$ cat config.mk
export PLATFORM = sky130hd
export DESIGN_NAME = sdcard_clk_divider
export DESIGN_NICKNAME = d
export VERILOG_FILES = /design/src/rtl/sdc_pkg.sv /design/src/rtl/sdc_setting_decode.sv /design/src/rtl/sdc_cascade_div.sv /design/src/rtl/sdc_stable_track.sv /design/src/rtl/sdcard_clk_divider.sv
export SDC_FILE = /design/constraint.sdc
export NUM_CORES = 1
export LEC_CHECK = 0
export ABC_CLOCK_PERIOD_IN_PS = 6800
export BUFFER_PORTS_ARGS = -buffer_cell sky130_fd_sc_hd__buf_4
export CORE_UTILIZATION = 50
export CTS_CLUSTER_SIZE = 24
export DETAILED_ROUTE_END_ITERATION = 10
export PLACE_DENSITY = 0.68
export SLEW_MARGIN = 5
export SYNTH_ARGS = -nofsm -noshare
export SYNTH_HDL_FRONTEND = slang
export SYNTH_SLANG_ARGS = --single-unit
$ cat constraint.sdc
create_clock -name clk -period 6.8 [get_ports clk]
set_input_delay 1.02 -clock clk [delete_from_list [all_inputs] [get_ports clk]]
set_output_delay 1.02 -clock clk [all_outputs]
set_load 0.05 [all_outputs]
$ cat src/rtl/sdc_pkg.sv
package sdc_pkg;

    localparam int SDC_PRE_W    = 8;
    localparam int SDC_DIV_W    = 4;
    localparam int SDC_PLOG_MAX = SDC_PRE_W;
    localparam int SDC_PLOG_W   = $clog2(SDC_PLOG_MAX + 2);
    localparam int SDC_CNT_W    = SDC_PLOG_MAX;
    localparam int SDC_POS_W    = SDC_PLOG_MAX + SDC_DIV_W;
    localparam int SDC_N_W      = SDC_POS_W + 1;

    localparam logic [SDC_PLOG_W-1:0] SDC_PLOG_CAP = SDC_PLOG_W'(SDC_PLOG_MAX);

    // decoded divider setting: log2 of prescale and divisor minus one
    typedef struct packed {
        logic [SDC_PLOG_W-1:0] plog;
        logic [SDC_DIV_W-1:0]  dm1;
    } sdc_cfg_t;

    // number of base cycles the card clock is high in one period
    function automatic logic [SDC_N_W-1:0] sdc_half(input sdc_cfg_t c);
        logic [SDC_N_W-1:0] n;
        n = (SDC_N_W'(c.dm1) + SDC_N_W'(1)) << c.plog;
        return n >> 1;
    endfunction

    // terminal value of the prescale counter
    function automatic logic [SDC_CNT_W-1:0] sdc_pmask(input logic [SDC_PLOG_W-1:0] plog);
        logic [SDC_N_W-1:0] t;
        t = (SDC_N_W'(1) << plog) - SDC_N_W'(1);
        return t[SDC_CNT_W-1:0];
    endfunction

endpackage

$ cat src/rtl/sdc_setting_decode.sv
module sdc_setting_decode
    import sdc_pkg::*;
(
    input  logic [SDC_PRE_W-1:0] pre_field,
    input  logic [SDC_DIV_W-1:0] div_field,
    input  logic                 ddr_mode,
    output sdc_cfg_t             cfg
);

    logic                  any_set;
    logic [SDC_PLOG_W-1:0] top_bit;
    logic [SDC_PLOG_W-1:0] raw_log;

    // priority encode: the highest set bit wins
    always_comb begin
        any_set = 1'b0;
        top_bit = '0;
        for (int i = 0; i < SDC_PRE_W; i++) begin
            if (pre_field[i]) begin
                any_set = 1'b1;
                top_bit = SDC_PLOG_W'(i);
            end
        end
    end

    always_comb begin
        if (any_set)
            raw_log = top_bit + (ddr_mode ? SDC_PLOG_W'(2) : SDC_PLOG_W'(1));
        else
            raw_log = ddr_mode ? SDC_PLOG_W'(1) : '0;
        cfg.plog = (raw_log > SDC_PLOG_CAP) ? SDC_PLOG_CAP : raw_log;
        // a total division of one cannot be built from base edges: use two
        if (cfg.plog == '0 && div_field == '0)
            cfg.dm1 = SDC_DIV_W'(1);
        else
            cfg.dm1 = div_field;
        p_plog_cap_r3: assert (cfg.plog <= SDC_PLOG_CAP);
    end

endmodule

$ cat src/rtl/sdc_cascade_div.sv
module sdc_cascade_div
    import sdc_pkg::*;
(
    input  logic     clk,
    input  logic     rst,
    input  logic     clk_en,
    input  sdc_cfg_t cfg_in,
    output sdc_cfg_t cfg_q,
    output logic     run_q,
    output logic     at_end,
    output logic     launch,
    output logic     stop,
    output logic     card_clk_q,
    output logic     card_tick_q
);

    logic [SDC_CNT_W-1:0] p_cnt;
    logic [SDC_DIV_W-1:0] d_cnt;
    logic [SDC_CNT_W-1:0] p_term;
    logic                 p_last;
    logic                 d_last;
    logic [SDC_CNT_W-1:0] p_nx;
    logic [SDC_DIV_W-1:0] d_nx;
    logic [SDC_N_W-1:0]   pos_nx;
    logic                 high_nx;

    assign p_term = sdc_pmask(cfg_q.plog);
    assign p_last = (p_cnt == p_term);
    assign d_last = (d_cnt == cfg_q.dm1);
    assign at_end = run_q && p_last && d_last;

    // stop only during a low phase so a high pulse is never shortened
    assign stop   = run_q && !clk_en && !card_clk_q;
    assign launch = !stop && ((!run_q && clk_en) || at_end);

    // cascade: the divider stage advances when the prescale stage wraps
    assign p_nx    = p_last ? '0 : p_cnt + SDC_CNT_W'(1);
    assign d_nx    = p_last ? d_cnt + SDC_DIV_W'(1) : d_cnt;
    assign pos_nx  = (SDC_N_W'(d_nx) << cfg_q.plog) | SDC_N_W'(p_nx);
    assign high_nx = (pos_nx < sdc_half(cfg_q));

    always_ff @(posedge clk) begin
        if (rst) begin
            cfg_q       <= '0;
            run_q       <= 1'b0;
            p_cnt       <= '0;
            d_cnt       <= '0;
            card_clk_q  <= 1'b0;
            card_tick_q <= 1'b0;
        end else if (stop) begin
            run_q       <= 1'b0;
            p_cnt       <= '0;
            d_cnt       <= '0;
            card_clk_q  <= 1'b0;
            card_tick_q <= 1'b0;
        end else if (launch) begin
            // new setting is applied only at a period boundary
            cfg_q       <= cfg_in;
            run_q       <= 1'b1;
            p_cnt       <= '0;
            d_cnt       <= '0;
            card_clk_q  <= 1'b1;
            card_tick_q <= 1'b1;
        end else if (run_q) begin
            p_cnt       <= p_nx;
            d_cnt       <= d_nx;
            card_clk_q  <= high_nx;
            card_tick_q <= 1'b0;
        end else begin
            card_clk_q  <= 1'b0;
            card_tick_q <= 1'b0;
        end
    end

    p_tick_on_rise_r6: assert property (@(posedge clk) disable iff (rst)
        card_tick_q |-> (card_clk_q && !$past(card_clk_q)));

    p_rise_ticks_r6: assert property (@(posedge clk) disable iff (rst)
        $rose(card_clk_q) |-> card_tick_q);

    p_gate_hold_r7: assert property (@(posedge clk) disable iff (rst)
        (!clk_en && !card_clk_q) |=> !card_clk_q);

    p_count_range_r4: assert property (@(posedge clk) disable iff (rst)
        run_q |-> (d_cnt <= cfg_q.dm1 && p_cnt <= sdc_pmask(cfg_q.plog)));

endmodule

$ cat src/rtl/sdc_stable_track.sv
module sdc_stable_track
    import sdc_pkg::*;
(
    input  logic     clk,
    input  logic     rst,
    input  logic     run_q,
    input  logic     at_end,
    input  logic     launch,
    input  logic     stop,
    input  sdc_cfg_t cfg_in,
    input  sdc_cfg_t cfg_q,
    output logic     stable_q
);

    logic mismatch;
    logic clean_q;

    assign mismatch = (cfg_in != cfg_q);

    // clean_q: the running period has seen no setting other than the one applied
    always_ff @(posedge clk) begin
        if (rst) begin
            stable_q <= 1'b0;
            clean_q  <= 1'b0;
        end else if (launch) begin
            stable_q <= at_end && clean_q && !mismatch;
            clean_q  <= 1'b1;
        end else if (stop || !run_q || mismatch) begin
            stable_q <= 1'b0;
            clean_q  <= 1'b0;
        end
    end

    p_stable_needs_run_r9: assert property (@(posedge clk) disable iff (rst)
        stable_q |-> run_q);

    p_stable_rise_at_wrap_r10: assert property (@(posedge clk) disable iff (rst)
        $rose(stable_q) |-> $past(at_end));

    p_mismatch_drops_r10: assert property (@(posedge clk) disable iff (rst)
        mismatch |=> !stable_q);

endmodule

$ cat src/rtl/sdcard_clk_divider.sv
module sdcard_clk_divider
    import sdc_pkg::*;
(
    input  logic                 clk,
    input  logic                 rst,
    input  logic [SDC_PRE_W-1:0] pre_field,
    input  logic [SDC_DIV_W-1:0] div_field,
    input  logic                 ddr_mode,
    input  logic                 clk_en,
    output logic                 card_clk,
    output logic                 card_tick,
    output logic                 clk_stable
);

    sdc_cfg_t cfg_in;
    sdc_cfg_t cfg_q;
    logic     run_q;
    logic     at_end;
    logic     launch;
    logic     stop;

    sdc_setting_decode u_decode (
        .pre_field (pre_field),
        .div_field (div_field),
        .ddr_mode  (ddr_mode),
        .cfg       (cfg_in)
    );

    sdc_cascade_div u_div (
        .clk         (clk),
        .rst         (rst),
        .clk_en      (clk_en),
        .cfg_in      (cfg_in),
        .cfg_q       (cfg_q),
        .run_q       (run_q),
        .at_end      (at_end),
        .launch      (launch),
        .stop        (stop),
        .card_clk_q  (card_clk),
        .card_tick_q (card_tick)
    );

    sdc_stable_track u_stable (
        .clk      (clk),
        .rst      (rst),
        .run_q    (run_q),
        .at_end   (at_end),
        .launch   (launch),
        .stop     (stop),
        .cfg_in   (cfg_in),
        .cfg_q    (cfg_q),
        .stable_q (clk_stable)
    );

endmodule

==> impl_metrics.env, run 1 <==
export IMPL_synthDistinctLibCells=61
export IMPL_final_setup_viol_count=0
export IMPL_critPathKind="reg -> reg"
export IMPL_drv_cap=0
export IMPL_synth_edf_count=0
export IMPL_place_hpwl_mm=5.69
export IMPL_coreArea_um2=5170
export IMPL_cp_max_fo=13
export IMPL_multi_input_area_um2=2060
export IMPL_die_w_um=75.8
export IMPL_status="finished, final reports clean"
export IMPL_num_vias=2722
export IMPL_cts_root_buf="clkbuf_8"
export IMPL_crit_path_start_kind="flop"
export IMPL_clkTransAtPathRegs_ps=90
export IMPL_max_freq_mhz=185
export IMPL_cts_buffers=3
export IMPL_tns_ps=0
export IMPL_start_util_pct=52.7
export IMPL_syn_num_nets=401
export IMPL_ctsHoldBuffers=0
export IMPL_holdPathStages=2
export IMPL_place_port_buffers=18
export IMPL_pre_cts_slack_ps=1490
export IMPL_worstSetupEndpointType="flop"
export IMPL_period_minus_slack_ps=5400
export IMPL_grt_overflow=0
export IMPL_grt_pass1_wl_mm=11.9
export IMPL_n_antenna_cell=0
export IMPL_drt_wl_total_mm=7.25
export IMPL_ys_seq_area_share_pct=18.4
export IMPL_min_path_type="reg -> reg"
export IMPL_die_h_um=75.8
export IMPL_worstSkewPairLatency_ps=280
export IMPL_r2r_cells=19
export IMPL_hold_worst_slack_ps=470
export IMPL_min_period_over_period_pct=79.4
export IMPL_gp_congestion=0.928
export IMPL_yosysMostFrequentCell="nor2_1"
export IMPL_worstMarginPinSlew_ps=650
export IMPL_postSynthCellCount=367
export IMPL_grt_max_degree=30
export IMPL_wire_per_inst_um=16.5
export IMPL_timing_final_hold_violations=0
export IMPL_ys_top_cells_by_count="nor2_1, nand2_1, dfxtp_1"
export IMPL_fin_skew_ps=6.01
export IMPL_grtUsageTotal_pct=27.4
export IMPL_cts_sinks=25
export IMPL_io_pins=19
export IMPL_yosys_area_top_type="dfxtp_1"
export IMPL_drive_above_1_share_pct=11.7
export IMPL_max_slew_margin_rel_pct=56.4
export IMPL_cts_buffer_depth=2
export IMPL_maxSlewViolCount=0
export IMPL_power_density_nw_per_um2=157
export IMPL_ir_worst_vdd_mv=0.171
export IMPL_yosysWarnings=0
export IMPL_cp_arrival_ps=5620
export IMPL_drt_iter0_drc=171
export IMPL_ys_flop_type="dfxtp_1"
export IMPL_synth_area_um2=2720
export IMPL_final_fill_count=500
export IMPL_rsz0062_at_grt="false"
export IMPL_p_leak_uw=0.00118
export IMPL_finalNetCount=404
export IMPL_synth_async_reset_ratio_pct=0
export IMPL_postCtsSetupRepairBufs=0
export IMPL_num_rows=26
export IMPL_post_cts_resized=0
export IMPL_viasPerCell=6.20
export IMPL_setup_ws_ps=1400
export IMPL_power_uw=458
export IMPL_required_ps=7020
export IMPL_synth_area_top_cells="dfxtp_1, ha_1, mux2i_1"
export IMPL_syn_avg_cell_area_um2=7.42
export IMPL_syn2layout_area_growth_pct=7.49
export IMPL_synth_top_area_share_pct=18.4
export IMPL_ant_nets=0
export IMPL_die_area_um2=5750
export IMPL_cts_tree="yes"
export IMPL_antenna_found_initial=0
export IMPL_grt_pass1_vias=2458
export IMPL_dr_pass1_iters=4
export IMPL_drc=0
export IMPL_ys_ff_latch=25
export IMPL_ctsHtreeMaxLevel=1
export IMPL_regArea_um2=500
-- per-layer routing --
layer  routed length, um  global-route usage [%]  vias up
met5                   0                       0        -
met1                3310                    35.3     1286
li1                    -                       -     1342
met2                3460                    46.2       71
met4                 242                    9.88        0
met3                 233                    3.97       23
-- kinds of logic (layout without fill, tap and decap cells) --
| logic type | after synthesis | in the layout | synth area share, % |
|---|---|---|---|
| AO/OA/AOI/OAI | 101 | 101 | 26.6 |
| XOR/XNOR | 26 | 26 | 8.36 |
| adder cells (fa/ha/maj) | 18 | 18 | 8.54 |
| buffers and inverters | 39 | 41 | 5.83 |
| flip-flops | 25 | 25 | 18.4 |
| multiplexers | 22 | 22 | 8.73 |
| AND/OR/NAND/NOR | 136 | 136 | 23.6 |
-- per-stage QoR --
stage          instance area, um^2  utilization (%)  cells
3_3_place_gp                  2880             55.7    435
4_1_cts                       2930             56.6    439
2_1_floorplan                 2720                -    367
3_5_place_dp                  2880             55.7    435
5_1_grt                       2930             56.6    439
6_report                      2930             56.6    439
-- state kept, by name (all words and copies together), names as in the netlist --
register	count
u_div.run_q	1
u_div.cfg_q	8
u_div.d_cnt	4
u_stable.stable_q	1
u_div.card_tick_q	1
u_stable.clean_q	1
u_div.p_cnt	8
u_div.card_clk_q	1
-- worst max-delay path, cell delays in order (launching register included) --
cell	delay, ps
dfxtp_1	390
buf_4	220
nor2_1	290
nand2_1	100
ha_1	310
xor2_1	280
mux2i_1	220
a31oi_1	180
a2111oi_4	640
mux2_2	420
a21oi_1	210
nor2_1	120
o31ai_1	240
ha_1	300
a21oi_1	150
o21ai_0	130
or4b_2	620
o21ai_0	170
and4_1	220
a22o_1	140
-- cell type report --
| cell class | instances | area share, % |
|---|---|---|
| Timing Repair Buffer | 24 | 6.15 |
| Tap cell | 70 | 2.99 |
| Clock buffer | 3 | 1.41 |
| Clock inverter | 1 | 0.171 |
| Sequential cell | 25 | 17.1 |
| Inverter | 13 | 1.67 |
| Multi-Input combinational cell | 303 | 70.5 |
-- cell usage in the layout, fill, tap and decap left out, types with 2 or more instances in the layout --
cell       count
clkbuf_8       3
a22o_1         2
o31ai_1        3
mux2i_1       19
nand3_1       11
nor2b_1        8
nor3_1        10
a22oi_1        6
nand2b_1       3
o22ai_1        2
o32a_1         2
dfxtp_1       25
nand3b_1       2
a31oi_1        5
or2_2          4
o21bai_1       3
nand4_1        4
a32oi_1        2
o2111a_1       2
ha_1          17
a211oi_1       6
and3_1         6
nor4_1         4
inv_1         12
xnor2_1        8
buf_4         24
o21ai_0       22
o211ai_1       3
a21oi_1       21
nor2_1        50
a311oi_1       3
nand2_1       29
xor2_1        18
a21o_1         2
a32o_1         2
o2bb2ai_1      2
-- worst paths after layout --
check / startpoint / to / slack [ps]
worst max-delay path: u_div.cfg_q[7]$_SDFFE_PP0P_ / u_div.card_clk_q$_SDFF_PP0_ / 1400
worst min-delay path: u_stable.clean_q$_SDFFE_PP0P_ / u_stable.clean_q$_SDFFE_PP0P_ / 470
worst min register to register: u_stable.clean_q$_SDFFE_PP0P_ / u_stable.clean_q$_SDFFE_PP0P_ / 470
worst max register to register: u_div.cfg_q[7]$_SDFFE_PP0P_ / u_div.card_clk_q$_SDFF_PP0_ / 1400
-- report_power, final --
group	total [uW]	switching [uW]	leakage [uW]	internal, uW
registers	166	13.5	0.000204	153
logic	200	123	0.000948	77.2
clock network	92.0	50.8	0.0000255	41.1
total	458	187	0.00118	271
(Power assumes the default switching activity.)
==> run 2, diff against run 1 <==
Settings changed: ABC_AREA set to 1, ABC_CLOCK_PERIOD_IN_PS 6800 to 5600.
Clock period 6.8 ns to 5.6 ns, I/O delays scaled along.
==> run 2 against run 1 <==
Net effect: clock-buffer cell count stayed put; worst hold slack better by 6.7 ps; wire length is 0.86% lower; synthesized area is 3.9% lower; fmax is 28% higher; register-to-register slack hardly changed; die area is 3.8% lower; non-clock buffer count is 6 lower; power is 29% higher; via count is 2.4% higher; combinational power is 33% higher; largest power group unchanged.
==> impl_metrics.env, run 2 <==
export IMPL_status="finished, final reports clean"
export IMPL_antenna_found_initial=0
export IMPL_worstMarginPinSlew_ps=563
export IMPL_die_w_um=74.4
export IMPL_ys_top_cells_by_count="nand2_1, inv_1, nor2_1"
export IMPL_syn_num_nets=464
export IMPL_hold_end="u_stable.stable_q$_SDFFE_PP0P_"
export IMPL_drive_above_1_share_pct=10.0
export IMPL_timing_final_hold_violations=0
export IMPL_syn_avg_cell_area_um2=6.09
export IMPL_yosys_area_top_type="dfxtp_1"
export IMPL_ir_worst_vdd_mv=0.211
export IMPL_critPathMaxStageDelay_ps=630
export IMPL_synth_area_um2=2620
export IMPL_period_minus_slack_ps=4200
export IMPL_clkTransAtPathRegs_ps=100
export IMPL_final_cell_mix="nand2_1, inv_1, nor2_1"
export IMPL_synth_async_reset_ratio_pct=0
export IMPL_largest_registers="u_div.cfg_q: 8 flops, u_div.p_cnt: 8 flops, u_div.d_cnt: 4 flops"
export IMPL_wire_per_inst_um=14.2
export IMPL_min_path_type="reg -> reg"
export IMPL_synth_area_top_cells="dfxtp_1, nand2_1, ha_1"
export IMPL_cpMaxStageDelayCell="dfxtp_1"
export IMPL_cp_arrival_ps=4430
export IMPL_grtUsageTotal_pct=28.5
export IMPL_postSynthCellCount=430
export IMPL_maxSlewViolCount=0
export IMPL_cts_buffers=3
export IMPL_drc=0
export IMPL_combPwrFrac_pct=45.1
export IMPL_cts_root_buf="clkbuf_8"
export IMPL_yosysMostFrequentCell="nand2_1"
export IMPL_drt_iter0_drc=198
export IMPL_synth_top_area_share_pct=19.1
export IMPL_r2r_cells=30
export IMPL_synthDistinctLibCells=42
export IMPL_internal_power_uw=331
export IMPL_critPathBufInv=3
export IMPL_ant_nets=0
export IMPL_holdPathStages=2
export IMPL_grt_max_degree=20
export IMPL_required_ps=5830
export IMPL_worstSetupEndpointType="flop"
export IMPL_ctsHoldBuffers=0
export IMPL_die_h_um=74.4
export IMPL_share_seq_of_total_power_pct=35.7
export IMPL_postCtsSetupRepairBufs=0
export IMPL_rsz0062_at_grt="false"
export IMPL_rr_endpoint="u_div.card_clk_q$_SDFF_PP0_"
export IMPL_num_vias=2788
export IMPL_tns_ps=0
export IMPL_worstReg2RegStart="u_div.cfg_q[5]$_SDFFE_PP0P_"
export IMPL_synth_edf_count=0
export IMPL_start_util_pct=53.6
export IMPL_crit_family="simple AND/OR/NAND/NOR gates"
export IMPL_cp_max_fo=19
export IMPL_cts_tree="yes"
export IMPL_max_freq_mhz=238
export IMPL_ys_seq_area_share_pct=19.1
export IMPL_coreArea_um2=4880
export IMPL_io_pins=19
export IMPL_ys_flop_type="dfxtp_1"
export IMPL_crit_path_start_kind="flop"
export IMPL_grt_overflow=0
export IMPL_viasPerCell=5.51
export IMPL_die_area_um2=5530
export IMPL_yosysWarnings=0
export IMPL_holdCritStartpoint="u_stable.stable_q$_SDFFE_PP0P_"
export IMPL_min_period_over_period_pct=75.1
export IMPL_switchingPower_uw=259
export IMPL_switching_share_pct=43.9
export IMPL_final_setup_viol_count=0
export IMPL_gp_congestion=0.949
export IMPL_cpMostUsedCell="nand2_1"
export IMPL_drv_cap=0
export IMPL_num_rows=25
export IMPL_post_cts_resized=0
export IMPL_critPathKind="reg -> reg"
export IMPL_dr_pass1_iters=4
export IMPL_cts_sinks=25
export IMPL_r2r_slack_ps=1400
export IMPL_ctsHtreeMaxLevel=1
export IMPL_cts_buffer_depth=2
export IMPL_layout_commonest_cell="nand2_1"
export IMPL_clkPwrFrac_pct=19.2
export IMPL_p_leak_uw=0.00129
export IMPL_setup_ws_ps=1400
export IMPL_worstSkewPairLatency_ps=270
export IMPL_worstSetupStartpoint="u_div.cfg_q[5]$_SDFFE_PP0P_"
export IMPL_pre_cts_slack_ps=1510
export IMPL_fin_skew_ps=3.95
export IMPL_ys_ff_latch=25
export IMPL_place_hpwl_mm=5.77
export IMPL_grt_pass1_wl_mm=12.2
export IMPL_finalNetCount=474
export IMPL_drt_wl_total_mm=7.19
export IMPL_syn2layout_area_growth_pct=7.22
export IMPL_power_density_nw_per_um2=210
export IMPL_grt_pass1_vias=2615
export IMPL_place_port_buffers=18
export IMPL_n_antenna_cell=0
export IMPL_max_slew_margin_rel_pct=62.4
## run 2: cell types whose count changed in the layout (fill, tap and decap cells not counted), moves of 5 or more
cell | before | now
mux2i_1 | 19 | 0
inv_1 | 12 | 49
a22oi_1 | 6 | 1
a31oi_1 | 5 | 0
and3_1 | 6 | 0
a21oi_1 | 21 | 28
buf_4 | 24 | 18
xor2_1 | 18 | 13
nor2b_1 | 8 | 0
nand3_1 | 11 | 29
xnor2_1 | 8 | 3
nand2_1 | 29 | 124
o22ai_1 | 2 | 8
nor2_1 | 50 | 34
## run 2: tightest hold or removal path, cell delays in order, from the launching register on
cell     delay (ps)
dfxtp_1         330
nand2_1          60
a21oi_1          50
## run 2: cell families (layout without fill, tap and decap cells)
group	after synthesis	in the layout	share of synthesized area [%]
flip-flops	25	25	19.1
XOR/XNOR	16	16	5.35
adder cells (fa/ha/maj)	18	18	8.89
AO/OA/AOI/OAI	77	77	16.6
buffers and inverters	67	76	11.0
AND/OR/NAND/NOR	227	227	39.0
## run 2: layer usage
| metal | wire length, um | global-route usage [%] |
|---|---|---|
| met4 | 207 | 9.22 |
| met3 | 315 | 2.98 |
| met2 | 3400 | 49.9 |
| met5 | 0 | 0 |
| met1 | 3260 | 36.8 |
## run 2: power groups by stage
stage / Sequential, uW / Clock [uW] / Combinational (uW)
floorplan: 206 / 0 / 212
global placement: 214 / 0 / 261
detailed placement: 214 / 0 / 262
CTS: 210 / 114 / 264
global route: 212 / 120 / 303
finish: 210 / 114 / 266
## run 2: per-stage QoR
stage | util, % | hold slack, ps | cells | total power (uW) | instance area, um^2
floorplan | - | 451 | 430 | 417 | 2620
global placement | 56.5 | 455 | 502 | 475 | 2760
detailed placement | 56.5 | 459 | 502 | 476 | 2760
CTS | 57.5 | 475 | 506 | 587 | 2810
global route | 57.5 | 511 | 506 | 635 | 2810
finish | 57.5 | 477 | 506 | 590 | 2810
## run 2: worst max-delay path by stage
| stage | endpoint | slack (ps) | cells past startpoint |
|---|---|---|---|
| 5_1_grt | u_div.card_clk_q$_SDFF_PP0_ | 940 | 30 |
| 3_5_place_dp | u_div.card_clk_q$_SDFF_PP0_ | 1510 | 30 |
| 2_1_floorplan | u_div.card_clk_q$_SDFF_PP0_ | 2210 | 31 |
| 4_1_cts | u_div.card_clk_q$_SDFF_PP0_ | 1470 | 30 |
| 3_3_place_gp | u_div.card_clk_q$_SDFF_PP0_ | 1540 | 30 |
| 6_report | u_div.card_clk_q$_SDFF_PP0_ | 1400 | 30 |
## run 2: final cells by class
type | instances | area, um^2
tap | 67 | 83.8
inverter | 54 | 210
fill | 516 | 2070
clock buffer | 3 | 41.3
clock inverter | 1 | 7.51
sequential | 25 | 500
timing repair buffer | 18 | 135
multi-input combinational | 338 | 1830
==> run 3, diff against run 2 <==
Settings changed: ABC_CLOCK_PERIOD_IN_PS 5600 to 3800, PLACE_DENSITY 0.68 to 0.71.
Clock period 5.6 ns to 3.8 ns, I/O delays scaled along.
==> run 3 against run 2 <==
Net effect: sequential power rose by 44%; combinational power increased by 79%; largest cell class unchanged; critical endpoint unchanged; via count increased by 6.5%; first-iteration DRC count rose by 13%.
==> impl_metrics.env, run 3 (synthesis results as in run 2) <==
export IMPL_period_minus_slack_ps=3660
export IMPL_power_uw=942
export IMPL_max_freq_mhz=273
export IMPL_cpMostUsedCell="nand2_1"
export IMPL_clkTransAtPathRegs_ps=90
export IMPL_die_h_um=74.4
export IMPL_num_rows=25
export IMPL_min_path_type="reg -> reg"
export IMPL_die_w_um=74.4
export IMPL_grt_max_degree=17
export IMPL_drc=0
export IMPL_drt_iter0_drc=224
export IMPL_grt_pass1_wl_mm=13.1
export IMPL_required_ps=4030
export IMPL_cts_root_buf="clkbuf_8"
export IMPL_final_setup_viol_count=0
export IMPL_layout_commonest_cell="nand2_1"
export IMPL_finish_utilization_pct=62.8
export IMPL_worstSkewPairLatency_ps=270
export IMPL_status="finished, final reports clean"
export IMPL_hold_worst_slack_ps=473
export IMPL_cp_arrival_ps=3880
export IMPL_ant_nets=0
export IMPL_ctsHtreeMaxLevel=1
export IMPL_place_port_buffers=18
export IMPL_tns_ps=0
export IMPL_finalNetCount=497
export IMPL_min_period_over_period_pct=96.3
export IMPL_drv_cap=0
export IMPL_wire_per_inst_um=15.4
export IMPL_grtUsageTotal_pct=31.5
export IMPL_cpMaxStageDelayCell="dfxtp_4"
export IMPL_num_vias=2968
export IMPL_fin_skew_ps=5.03
export IMPL_maxSlewViolCount=0
export IMPL_place_hpwl_mm=6.35
export IMPL_cts_tree="yes"
export IMPL_p_leak_uw=0.00142
export IMPL_grt_pass1_vias=2724
export IMPL_coreArea_um2=4880
export IMPL_gp_congestion=0.927
export IMPL_critPathKind="reg -> reg"
export IMPL_power_density_nw_per_um2=307
export IMPL_timing_final_hold_violations=0
export IMPL_viasPerCell=5.61
export IMPL_worstMarginPinSlew_ps=549
export IMPL_final_cell_mix="nand2_1, inv_1, buf_4"
export IMPL_cts_buffer_depth=2
export IMPL_io_pins=19
export IMPL_cts_sinks=25
export IMPL_start_util_pct=53.6
export IMPL_largest_registers="u_div.cfg_q: 8 flops, u_div.p_cnt: 8 flops, u_div.d_cnt: 4 flops"
export IMPL_setup_ws_ps=142
export IMPL_max_slew_margin_rel_pct=63.3
export IMPL_pre_cts_slack_ps=102
export IMPL_grt_overflow=0
export IMPL_cts_buffers=3
export IMPL_dr_pass1_iters=5
export IMPL_drive_above_1_share_pct=19.0
export IMPL_die_area_um2=5530
export IMPL_crit_path_start_kind="flop"
export IMPL_ctsHoldBuffers=0
export IMPL_syn2layout_area_growth_pct=17.2
export IMPL_cp_max_fo=8
export IMPL_critPathMaxStageDelay_ps=370
export IMPL_worstSetupEndpointType="flop"
export IMPL_drt_wl_total_mm=8.13
export IMPL_rsz0062_at_grt="true"
export IMPL_ir_worst_vdd_mv=0.178
export IMPL_antenna_found_initial=0
export IMPL_n_antenna_cell=0
## run 3: layout make-up
cell class | instances | area [um^2]
clock buffers | 3 | 41.3
flip-flops and latches | 25 | 509
well taps | 67 | 83.8
repair buffers | 41 | 308
multi-input cells | 338 | 1910
clock inverters | 1 | 7.51
fillers | 478 | 1810
inverters | 54 | 210
## run 3: path summary, 6_finish.rpt
| path | startpoint | end | slack (ps) | depth (start not counted) |
|---|---|---|---|---|
| worst max-delay path | u_div.cfg_q[7]$_SDFFE_PP0P_ | u_div.card_clk_q$_SDFF_PP0_ | 140 | 29 |
| worst max register to register | u_div.cfg_q[7]$_SDFFE_PP0P_ | u_div.card_clk_q$_SDFF_PP0_ | 140 | 29 |
| worst min register to register | u_stable.stable_q$_SDFFE_PP0P_ | u_stable.stable_q$_SDFFE_PP0P_ | 470 | 2 |
| worst min-delay path | u_stable.stable_q$_SDFFE_PP0P_ | u_stable.stable_q$_SDFFE_PP0P_ | 470 | 2 |
## run 3: power by group
group	switching (uW)	total, uW	internal [uW]
Clock	90.2	165	74.4
Sequential	25.8	303	277
Combinational	293	475	182
Total	409	942	533
## run 3: per-layer routing
layer | track usage, % | up-vias | part of all wire (%)
li1 | - | 1487 | -
met1 | 43.2 | 1336 | 46
met2 | 50.5 | 124 | 45
met3 | 5.42 | 21 | 6.9
met4 | 9.64 | 0 | 2.3
met5 | 0 | - | 0
## run 3: worst max-delay path: cells and delay by family (launching register included)
kind,cells,cell delay (ps)
and+or+nand+nor,20,1670
AOI/OAI and AO/OA,4,680
adders and majority gates,2,600
DFF,1,370
buffers and inverters,3,240
## run 3: per-stage QoR
step	instances	cell area, um^2
4_1_cts	520	2910
5_1_grt	529	3070
2_1_floorplan	430	2620
3_5_place_dp	516	2860
6_report	529	3070
3_3_place_gp	516	2860
## run 3: what timing repair did
action	CTS	global route
gates resized for setup	0	27
buffers inserted	0	9
setup endpoints to repair	0	1
